[src/rtl/dma_arb_pkg.sv]
package dma_arb_pkg;
  localparam int CH_NUM  = 4;
  localparam int IDX_W   = $clog2(CH_NUM);
  localparam int REG_W   = 16;
  localparam int MODE_LO = 8;
  localparam int AE_BIT  = 2;
  localparam int NMI_BIT = 1;
  localparam int EN_BIT  = 0;

  typedef enum logic [1:0] {
    MODE_LINEAR = 2'b00,
    MODE_ALT_A  = 2'b01,
    MODE_ALT_B  = 2'b10,
    MODE_ROTATE = 2'b11
  } arbMode_e;

  typedef struct packed {
    arbMode_e mode;
    logic     allow;
    logic     ptrReset;
  } arbCtrl_t;
endpackage

[src/rtl/dma_arb_ctrl.sv]
module dma_arb_ctrl
  import dma_arb_pkg::*;
(
  input  logic             clk,
  input  logic             rstN,
  input  logic             standbyClr,
  input  logic             regWrEn,
  input  logic [REG_W-1:0] regWrData,
  input  logic             regRdEn,
  input  logic             addrErrEvt,
  input  logic             nmiEvt,
  output logic [REG_W-1:0] regRdData,
  output arbCtrl_t         ctrlOut
);
  arbMode_e modeQ;
  logic enQ, aeQ, nmiQ, aeArmQ, nmiArmQ;
  logic aeClr, nmiClr;

  // A flag clears on a write of 0, and only once it has been armed by a read.
  assign aeClr  = regWrEn && !regWrData[AE_BIT]  && aeArmQ;
  assign nmiClr = regWrEn && !regWrData[NMI_BIT] && nmiArmQ;

  always_ff @(posedge clk or negedge rstN) begin
    if (!rstN) begin
      modeQ <= MODE_LINEAR; enQ <= 1'b0; aeQ <= 1'b0; nmiQ <= 1'b0;
      aeArmQ <= 1'b0; nmiArmQ <= 1'b0;
    end else if (standbyClr) begin
      modeQ <= MODE_LINEAR; enQ <= 1'b0; aeQ <= 1'b0; nmiQ <= 1'b0;
      aeArmQ <= 1'b0; nmiArmQ <= 1'b0;
    end else begin
      if (regWrEn) begin
        modeQ <= arbMode_e'(regWrData[MODE_LO +: 2]);
        enQ   <= regWrData[EN_BIT];
      end
      // An event takes precedence over a clearing write.
      if (addrErrEvt)  aeQ <= 1'b1;
      else if (aeClr)  aeQ <= 1'b0;
      if (nmiEvt)      nmiQ <= 1'b1;
      else if (nmiClr) nmiQ <= 1'b0;
      if (aeClr && !addrErrEvt)    aeArmQ <= 1'b0;
      else if (regRdEn && aeQ)     aeArmQ <= 1'b1;
      if (nmiClr && !nmiEvt)       nmiArmQ <= 1'b0;
      else if (regRdEn && nmiQ)    nmiArmQ <= 1'b1;
    end
  end

  always_comb begin
    regRdData = '0;
    regRdData[MODE_LO +: 2] = modeQ;
    regRdData[AE_BIT]       = aeQ;
    regRdData[NMI_BIT]      = nmiQ;
    regRdData[EN_BIT]       = enQ;
  end

  assign ctrlOut.mode     = modeQ;
  assign ctrlOut.allow    = enQ && !aeQ && !nmiQ;
  assign ctrlOut.ptrReset = standbyClr;
endmodule

[src/rtl/dma_arb_path.sv]
module dma_arb_path
  import dma_arb_pkg::*;
(
  input  logic              clk,
  input  logic              rstN,
  input  arbCtrl_t          ctrlIn,
  input  logic [CH_NUM-1:0] reqIn,
  input  logic              grantAck,
  output logic              grantValid,
  output logic [IDX_W-1:0]  grantIdx,
  output logic [CH_NUM-1:0] grantOneHot
);
  logic [IDX_W-1:0] ptrQ;

  // Returns the channel that sits at a given rank (0 = highest) for a mode.
  function automatic logic [IDX_W-1:0] chanAt(arbMode_e m, logic [IDX_W-1:0] p,
                                              logic [IDX_W-1:0] rank);
    logic [IDX_W-1:0] c;
    case (m)
      MODE_ALT_A: case (rank)
                    2'd0: c = 2'd0; 2'd1: c = 2'd2; 2'd2: c = 2'd3; default: c = 2'd1;
                  endcase
      MODE_ALT_B: case (rank)
                    2'd0: c = 2'd2; 2'd1: c = 2'd0; 2'd2: c = 2'd1; default: c = 2'd3;
                  endcase
      MODE_ROTATE: c = p + rank;
      default:     c = rank;
    endcase
    return c;
  endfunction

  always_comb begin
    grantValid = 1'b0;
    grantIdx   = '0;
    // Walk from the lowest rank up, so the highest-ranked request is written last.
    for (int r = CH_NUM - 1; r >= 0; r--) begin
      logic [IDX_W-1:0] c;
      c = chanAt(ctrlIn.mode, ptrQ, IDX_W'(r));
      if (ctrlIn.allow && reqIn[c]) begin
        grantValid = 1'b1;
        grantIdx   = c;
      end
    end
    grantOneHot = grantValid ? (CH_NUM'(1) << grantIdx) : '0;
  end

  always_ff @(posedge clk or negedge rstN) begin
    if (!rstN)                 ptrQ <= '0;
    else if (ctrlIn.ptrReset)  ptrQ <= '0;
    else if (grantAck && grantValid && ctrlIn.mode == MODE_ROTATE)
      ptrQ <= grantIdx + 1'b1;
  end
endmodule

[src/rtl/dma_prio_arb.sv]
module dma_prio_arb
  import dma_arb_pkg::*;
(
  input  logic        clk,
  input  logic        rstN,
  input  logic        standbyClr,
  input  logic        regWrEn,
  input  logic [15:0] regWrData,
  input  logic        regRdEn,
  output logic [15:0] regRdData,
  input  logic        addrErrEvt,
  input  logic        nmiEvt,
  input  logic [3:0]  reqIn,
  input  logic        grantAck,
  output logic        grantValid,
  output logic [1:0]  grantIdx,
  output logic [3:0]  grantOneHot
);
  arbCtrl_t ctrlBus;

  dma_arb_ctrl u_ctrl (
    .clk(clk), .rstN(rstN), .standbyClr(standbyClr),
    .regWrEn(regWrEn), .regWrData(regWrData), .regRdEn(regRdEn),
    .addrErrEvt(addrErrEvt), .nmiEvt(nmiEvt),
    .regRdData(regRdData), .ctrlOut(ctrlBus)
  );

  dma_arb_path u_path (
    .clk(clk), .rstN(rstN), .ctrlIn(ctrlBus), .reqIn(reqIn),
    .grantAck(grantAck), .grantValid(grantValid),
    .grantIdx(grantIdx), .grantOneHot(grantOneHot)
  );
endmodule

[config.mk]
export PLATFORM = sky130hd
export DESIGN_NAME = dma_prio_arb
export DESIGN_NICKNAME = d
export VERILOG_FILES = /design/src/rtl/dma_arb_pkg.sv /design/src/rtl/dma_arb_ctrl.sv /design/src/rtl/dma_arb_path.sv /design/src/rtl/dma_prio_arb.sv
export SDC_FILE = /design/constraint.sdc
export NUM_CORES = 1
export LEC_CHECK = 0
export ABC_AREA = 1
export CAP_MARGIN = 15
export CORE_MARGIN = 3
export CORE_UTILIZATION = 45
export CTS_BUF_LIST = sky130_fd_sc_hd__clkbuf_4 sky130_fd_sc_hd__clkbuf_8
export DETAILED_ROUTE_END_ITERATION = 6
export DONT_BUFFER_PORTS = 1
export PLACE_DENSITY_LB_ADDON = 0.08
export SLEW_MARGIN = 20
export SYNTH_ARGS = -nofsm -noshare
export SYNTH_HDL_FRONTEND = slang
export SYNTH_HIERARCHICAL = 1
export SYNTH_SLANG_ARGS = --single-unit
export TNS_END_PERCENT = 1
[constraint.sdc]
create_clock -name clk -period 2.63 [get_ports clk]
set_input_delay 0.3945 -clock clk [delete_from_list [all_inputs] [get_ports clk]]
set_output_delay 0.3945 -clock clk [all_outputs]
set_load 0.05 [all_outputs]
== Word-level counts from Yosys, hierarchy flattened ==
Cells that the tools add are included.
Storage, ports and cells
  output and inout port bits: 23
  register bits: 9
Cells by class
  eq/ne operators: 3
  magnitude comparators: 4
  add/sub/neg operators: 4
  shifts and indexed selects: 1
  reduce and logical (&&, ||, !) cells: 28
  multiplexer cells: 39
Operators by type and width (count)
  $mux 1: 22
  $logic_and 1x1->1: 16
  $mux 2: 8
  $lt 2x3->1 const B: 4
  $pmux 2 s3: 2
  $reduce_bool 3->1: 4
  $bmux 1 s2: 4
  $pmux 2 s2: 2
  $logic_not 1->1: 6
  $add 2x1->2 const B: 2
  $add 2x2->2 const B: 2
  $eq 2x2->1 const B: 2
  $mux 4: 1
  $reduce_bool 2->1: 2
  $shl 1x2->4 const A: 1
  $eq 2x1->1 const B: 1

== Depth between registers and ports, before layout ==
Gate-level depths: netlist of the first run.
  depth after elaboration: 13
  mapped depth: 15
  depth with buffers taken out: 15

== Modules after synthesis ==
The synthesis of the first run kept the hierarchy.
By module, submodules not included
  dma_arb_path: instances 1, seq. area each 50.0 sq um, cells an instance 102, area an instance 554.3 sq um
  dma_arb_ctrl: instances 1, seq. area each 175.2 sq um, cells an instance 55, area an instance 446.7 sq um

== Worst setup path before layout of the first run ==
No wires, ideal clock.
  kind: flip-flop to output port
  start: register u_ctrl.nmiQ
  end: output grantOneHot[2]
  arrival time: 3.010 ns
  slack: -0.774 ns
  stages on the path, launching flop included: 7
  required time: 2.236 ns
  path through: dfrtp_1 nor3_1 nand3_1 o21ai_1 ha_1 inv_1 nor2_1
RTL lines
  start: declaration: RTL line dma_arb_ctrl.sv:16  | logic enQ, aeQ, nmiQ, aeArmQ, nmiArmQ;
  start signal: assignment: RTL line dma_arb_ctrl.sv:25  | modeQ <= MODE_LINEAR; enQ <= 1'b0; aeQ <= 1'b0; nmiQ <= 1'b0;
  start signal: assignment: RTL line dma_arb_ctrl.sv:28  | modeQ <= MODE_LINEAR; enQ <= 1'b0; aeQ <= 1'b0; nmiQ <= 1'b0;
  start signal: assignment: RTL line dma_arb_ctrl.sv:38  | if (nmiEvt) nmiQ <= 1'b1;
  end: declaration: RTL line dma_prio_arb.sv:17  | output logic [3:0] grantOneHot

== Final worst setup path of the first run ==
  start: register u_ctrl.modeQ[0]
  end: output grantOneHot[0]
Between the ends
  word-level cells in the longest chain between the ends: 11
  elaborated cells between the ends (all ways): 29
Ends and longest elaborated chain
  start: declaration: RTL line dma_arb_ctrl.sv:15  | arbMode_e modeQ;
  start signal: assignment: RTL line dma_arb_ctrl.sv:32  | modeQ <= arbMode_e'(regWrData[MODE_LO +: 2]);
  $eq 2x2->1 or $eq 2x1->1 (tied branches): RTL line dma_arb_path.sv:19  | case (m)
  $pmux 2 s2: RTL line dma_arb_path.sv:19
  $bmux 1 s2: RTL line dma_arb_path.sv:39  | if (ctrlIn.allow && reqIn[c]) begin
  $mux 1 (not written as such): RTL line dma_arb_path.sv:39
  $logic_and 1x1->1: RTL line dma_arb_path.sv:39
  $mux 2 (4 in a row): RTL line dma_arb_path.sv:39
  $shl 1x2->4: RTL line dma_arb_path.sv:44  | grantOneHot = grantValid ? (CH_NUM'(1) << grantIdx) : '0;
  $mux 4 *: RTL line dma_arb_path.sv:44
Mark *: on every way between the ends. The rest lies on a longest branch, timed or not. The select of a mux whose other input is x is not followed.

==> flow_metrics.env, run 1 <==
export IMPL_fmax_mhz=373
export IMPL_fillCellCount=167
export IMPL_yosysMostFrequentCell="nand2_1"
export IMPL_final_nets=213
export IMPL_dieArea_um2=2830
export IMPL_cts_buffers=3
export IMPL_violations="negative setup slack"
export IMPL_wl_per_cell_um=13.1
export IMPL_coreArea_um2=2040
export IMPL_synth_avg_cell_area_um2=6.38
export IMPL_grt_use_total_pct=19.6
export IMPL_holdCritStartpoint="standbyClr"
export IMPL_syn_area_um2=1000
export IMPL_leakage_nw=0.702
export IMPL_power_density_nw_per_um2=353
export IMPL_hpwl_um=1850
export IMPL_cp_startpoint="u_ctrl/modeQ[0]"
export IMPL_min_period_ns=2.68
export IMPL_die_width_um=53.2
export IMPL_htree_levels=1
export IMPL_postRouteAntennaNets=0
export IMPL_dr_total_vias=1025
export IMPL_routed_wirelength_um=2700
export IMPL_maxCapViolCount=0
export IMPL_yosys_area_top_type_share_pct=22.5
export IMPL_synth_area_leaders="dfrtp_1 (23%), nand2_1 (16%), buf_4 (13%)"
export IMPL_grt_busiest_layer="met2"
export IMPL_std_cell_rows=16
export IMPL_synth_async_reset_ratio_pct=100
export IMPL_ys_top_cells_by_count="nand2_1 (42), inv_1 (24), buf_4 (17)"
export IMPL_ios=51
export IMPL_hold_viol_final=0
export IMPL_first_iter_violations=22
export IMPL_drc=0
export IMPL_antenna_found_initial=0
export IMPL_synth_edf_count=0
export IMPL_r2r_start="u_ctrl/modeQ[0]"
export IMPL_finalCritPeriodShare_pct=102
export IMPL_yosysSeqAreaShare_pct=22.5
export IMPL_place_area_um2=1110
export IMPL_synth_warnings=6
export IMPL_crit_required_ns=2.24
export IMPL_worst_slack_ns=-0.0528
export IMPL_drv_slew=0
export IMPL_start_util_pct=49.0
export IMPL_synth_cells=157
export IMPL_rsz0062_at_grt="yes"
export IMPL_ys_flop_type="dfrtp_1"
export IMPL_status="finished, violations left"
export IMPL_worstPathMaxFanout=6
export IMPL_diodes=0
export IMPL_clk_transition_reported_paths_ns=0.06
export IMPL_dr_pass1_iters=4
export IMPL_clock_sinks=9
export IMPL_hold_class="input port to register"
export IMPL_critPathCaptureType="primary output"
export IMPL_startpoint_type="register"
export IMPL_grt_met2_usage_pct=36.2
export IMPL_critPathArrivalTime_ns=2.29
export IMPL_ys_ff_latch=9
export IMPL_grt_max_degree=10
export IMPL_final_core_util_pct=70.5
export IMPL_port_buffers=0
export IMPL_area_growth_pct=43.9
export IMPL_synth_top_area_cell="dfrtp_1"
export IMPL_skew_ns=0.00215
export IMPL_clockBufferDepth=2
export IMPL_grt_pass1_vias=961
export IMPL_synthDistinctLibCells=21
export IMPL_clk_latency_ns=0.26
export IMPL_drive_gt1_share_pct=47.8
export IMPL_grt_pass1_wl_um=4040
export IMPL_finalSetupViolCount=3
export IMPL_cts_root_buf="clkbuf_4"
export IMPL_die_h_um=53.2
export IMPL_gp_congestion=0.893
export IMPL_use_met3_pct=1.97
export IMPL_cts_tree="done"
export IMPL_grt_use_met1_pct=21.9
export IMPL_vias_per_cell=4.95
export IMPL_fin_area_um2=1440
export IMPL_overflow=0
export IMPL_worstSetupPathType="register to primary output"
export IMPL_ir_worst_vdd_v=0.000381
==> stage by stage <==
step	total power [mW]	TNS [ns]	worst slack (ns)	instances	hold slack, ns
2_1_floorplan	0.317	-0.182	-0.0901	167	0.0989
3_3_place_gp	0.331	0	0.181	189	0.0992
3_5_place_dp	0.334	0	0.124	189	0.0991
4_1_cts	0.474	-0.000594	-0.000594	200	0.169
5_1_grt	0.536	-0.879	-0.222	207	0.168
6_report	0.508	-0.149	-0.0528	207	0.180
==> where the power goes <==
part	switching [mW]	internal (mW)	total, mW
Clock	0.0516	0.0690	0.121
Combinational	0.159	0.0721	0.231
Sequential	0.0103	0.146	0.156
Total	0.221	0.287	0.508
==> layer usage <==
metal	vias up	routed length, um
li1	508	-
met1	469	1030
met2	42	1470
met3	6	140
met4	0	65
met5	-	0
==> worst max-delay path, stage by stage, from the launching register on <==
cell	delay (ns)
dfrtp_2	0.50
a21oi_4	0.27
inv_2	0.11
nand3_1	0.12
nand3_2	0.15
o21ai_1	0.12
inv_1	0.06
nand2_2	0.08
o21ai_4	0.09
inv_2	0.10
ha_4	0.13
inv_2	0.03
nor2_2	0.11
buf_12	0.15
==> state kept, by name, indices dropped and copies added (netlist names) <==
signal / flops
u_ctrl/aeQ: 1
u_path/ptrQ: 2
u_ctrl/aeArmQ: 1
u_ctrl/nmiArmQ: 1
u_ctrl/nmiQ: 1
u_ctrl/modeQ: 2
u_ctrl/enQ: 1
==> final timing paths <==
kind                                        end  slack, ns  cells past startpoint
worst min-delay path             u_path/ptrQ[1]       0.18                      1
min in group asynchronous            u_ctrl/enQ       0.49                      1
worst max register to register   u_path/ptrQ[1]       0.51                     11
max in group asynchronous       u_ctrl/modeQ[0]       1.83                      1
worst max-delay path             grantOneHot[0]      -0.05                     13
worst min register to register   u_ctrl/nmiArmQ       0.53                      2
==> cell families (layout without fill, tap and decap cells) <==
kind of cell	Yosys count	after routing	share of synthesized area, %
simple gates	87	87	40.4
buf+inv	43	56	22.5
compound gates	13	13	9.25
flops	9	9	22.5
fa+ha+maj	4	4	5.00
other cells	1	11	0.375
==> layout by cell type (no fill, tap or decap), drive strengths merged, types with 2 or more instances in the layout <==
cell type	instances
conb	11
dfrtp	9
nand3	18
a21oi	5
o21ai	6
nand4	3
buf	25
inv	26
ha	4
nor2	17
nand2	46
clkbuf	4
o211ai	2
==> final cells by class <==
class | count | area (um2) | share of cell area (%)
Clock buffer | 4 | 30.0 | 2.09
Inverter | 26 | 103 | 7.12
Multi-Input combinational cell | 115 | 795 | 55.2
Sequential cell | 9 | 228 | 15.8
Tap cell | 27 | 33.8 | 2.35
Timing Repair Buffer | 26 | 251 | 17.5
==> repair_timing <==
item                                    CTS  global route
buffers inserted                          6             7
endpoints found under the setup margin    5             5
pin swaps                                 6            21
hold buffers                              1             0
endpoints found under the hold margin     9             0
gates resized for setup                  17            36
(Power assumes the default switching activity.)
==> run 2, diff against run 1 <==
--- a/config.mk
+++ b/config.mk
@@ -6,8 +6,7 @@
 export NUM_CORES = 1
 export LEC_CHECK = 0
 export ABC_AREA = 1
-export CAP_MARGIN = 15
-export CORE_MARGIN = 3
+export CAP_MARGIN = 40
 export CORE_UTILIZATION = 45
 export CTS_BUF_LIST = sky130_fd_sc_hd__clkbuf_4 sky130_fd_sc_hd__clkbuf_8
 export DETAILED_ROUTE_END_ITERATION = 6
==> flow_metrics.env, run 2 (same netlist as run 1, synthesis figures left out) <==
export IMPL_status="completed"
export IMPL_placedCellCount=189
export IMPL_grt_max_degree=10
export IMPL_clk_latency_ns=0.26
export IMPL_grt_pass1_wl_um=3480
export IMPL_grt_busiest_layer="met2"
export IMPL_htree_levels=1
export IMPL_layout_common_cells="nand2_1 (39), buf_4 (18), inv_1 (15)"
export IMPL_holdPathStages=1
export IMPL_worstSetupPathType="register to primary output"
export IMPL_fmax_mhz=381
export IMPL_stdcell_count=205
export IMPL_crit_required_ns=2.24
export IMPL_grt_met2_usage_pct=31.5
export IMPL_p_clk_share_pct=24.2
export IMPL_std_cell_rows=16
export IMPL_power_share_switching_pct=42.2
export IMPL_ios=51
export IMPL_dr_total_vias=1004
export IMPL_cts_tree="done"
export IMPL_reg_top3="u_ctrl/modeQ (2), u_path/ptrQ (2)"
export IMPL_finalCritPeriodShare_pct=99.8
export IMPL_coreArea_um2=2020
export IMPL_use_met3_pct=3.43
export IMPL_final_core_util_pct=65.0
export IMPL_die_h_um=49.2
export IMPL_p_int_mw=0.277
export IMPL_postRouteAntennaNets=0
export IMPL_gp_congestion=0.851
export IMPL_routed_wirelength_um=2220
export IMPL_holdCritStartpoint="standbyClr"
export IMPL_drc=0
export IMPL_switching_power_mw=0.202
export IMPL_clk_transition_reported_paths_ns=0.06
export IMPL_dr_pass1_iters=6
export IMPL_dieArea_um2=2420
export IMPL_first_iter_violations=38
export IMPL_fin_area_um2=1320
export IMPL_min_to="u_path/ptrQ[1]"
export IMPL_worst_slack_ns=0.00591
export IMPL_final_nets=211
export IMPL_power_density_nw_per_um2=364
export IMPL_r2r_start="u_ctrl/modeQ[1]"
export IMPL_critPathCaptureType="primary output"
export IMPL_grt_use_total_pct=18.3
export IMPL_ir_worst_vdd_v=0.000304
export IMPL_wl_per_cell_um=10.8
export IMPL_overflow=0
export IMPL_cp_startpoint="u_path/ptrQ[0]"
export IMPL_hpwl_um=1610
export IMPL_skew_ns=0.00108
export IMPL_grt_pass1_vias=867
export IMPL_place_ws_ns=0.110
export IMPL_min_period_ns=2.62
export IMPL_clockBufferDepth=2
export IMPL_hold_viol_final=0
export IMPL_port_buffers=0
export IMPL_die_width_um=49.2
export IMPL_place_area_um2=1110
export IMPL_cts_root_buf="clkbuf_4"
export IMPL_critPathArrivalTime_ns=2.23
export IMPL_r2r_slack_ns=0.59
export IMPL_vias_per_cell=4.90
export IMPL_leakage_nw=0.681
export IMPL_hold_class="input port to register"
export IMPL_rsz0062_at_grt="yes"
export IMPL_finalSetupViolCount=0
export IMPL_layout_commonest_cell="nand2_1"
export IMPL_clock_sinks=9
export IMPL_cts_buffers=3
export IMPL_ff2ff_path_depth=15
export IMPL_grt_use_met1_pct=21.4
export IMPL_r2r_end="u_path/ptrQ[1]"
export IMPL_startpoint_type="register"
export IMPL_start_util_pct=49.5
export IMPL_worstPathMaxFanout=6
export IMPL_whs_ns=0.182
export IMPL_p_seq_share_pct=32.0
export IMPL_diodes=0
export IMPL_maxCapViolCount=0
export IMPL_area_growth_pct=31.4
export IMPL_drv_slew=0
export IMPL_antenna_found_initial=0
export IMPL_drive_gt1_share_pct=40.4
export IMPL_p_comb_share_pct=43.8
## run 2: layout make-up
cell class,count,area (um2)
Clock buffer,4,30.0
Sequential cell,9,226
Multi-Input combinational cell,115,688
Inverter,26,100
Fill cell,172,707
Timing Repair Buffer,24,236
Tap cell,27,33.8
## run 2: repair_timing
item,CTS,global route
hold endpoints to repair,9,0
setup endpoints to repair,4,5
pin swaps,2,18
setup buffers,4,7
resized for setup,10,20
hold buffers,1,0
## run 2: how the worst max path moves through the flow
stage,endpoint,cells past startpoint
3_5_place_dp,grantOneHot[0],12
5_1_grt,grantOneHot[0],15
6_report,grantOneHot[0],13
2_1_floorplan,grantOneHot[0],13
3_3_place_gp,grantOneHot[0],12
4_1_cts,grantOneHot[2],13
## run 2: per-layer routing
metal | vias to the layer above | wire length (um)
met5 | - | 0
met4 | 0 | 23
met3 | 4 | 159
met2 | 57 | 1140
met1 | 437 | 892
li1 | 506 | -
## run 2: worst max-delay path, stage by stage (launching register included)
cell	delay, ns
dfrtp_1	0.42
buf_4	0.14
nand3_2	0.14
o211ai_1	0.25
nand3_2	0.14
inv_1	0.10
nor2_1	0.05
nand2_1	0.08
nand2_2	0.10
inv_2	0.08
ha_2	0.17
inv_2	0.03
nor2_2	0.12
buf_12	0.15
## run 2: metrics by stage
| stage | TNS, ns | total power [mW] |
|---|---|---|
| final | 0 | 0.479 |
| after global routing | -0.528 | 0.505 |
| after CTS | -0.00506 | 0.467 |
| after detailed placement | 0 | 0.333 |
| after global placement | 0 | 0.331 |
| after floorplan | -0.182 | 0.317 |
## run 2: power groups by stage
| stage | clock [mW] | combinational [mW] | sequential [mW] |
|---|---|---|---|
| after floorplan | 0 | 0.162 | 0.154 |
| after global placement | 0 | 0.177 | 0.154 |
| after detailed placement | 0 | 0.178 | 0.154 |
| after CTS | 0.122 | 0.192 | 0.153 |
| after global routing | 0.127 | 0.223 | 0.154 |
| final | 0.116 | 0.210 | 0.153 |
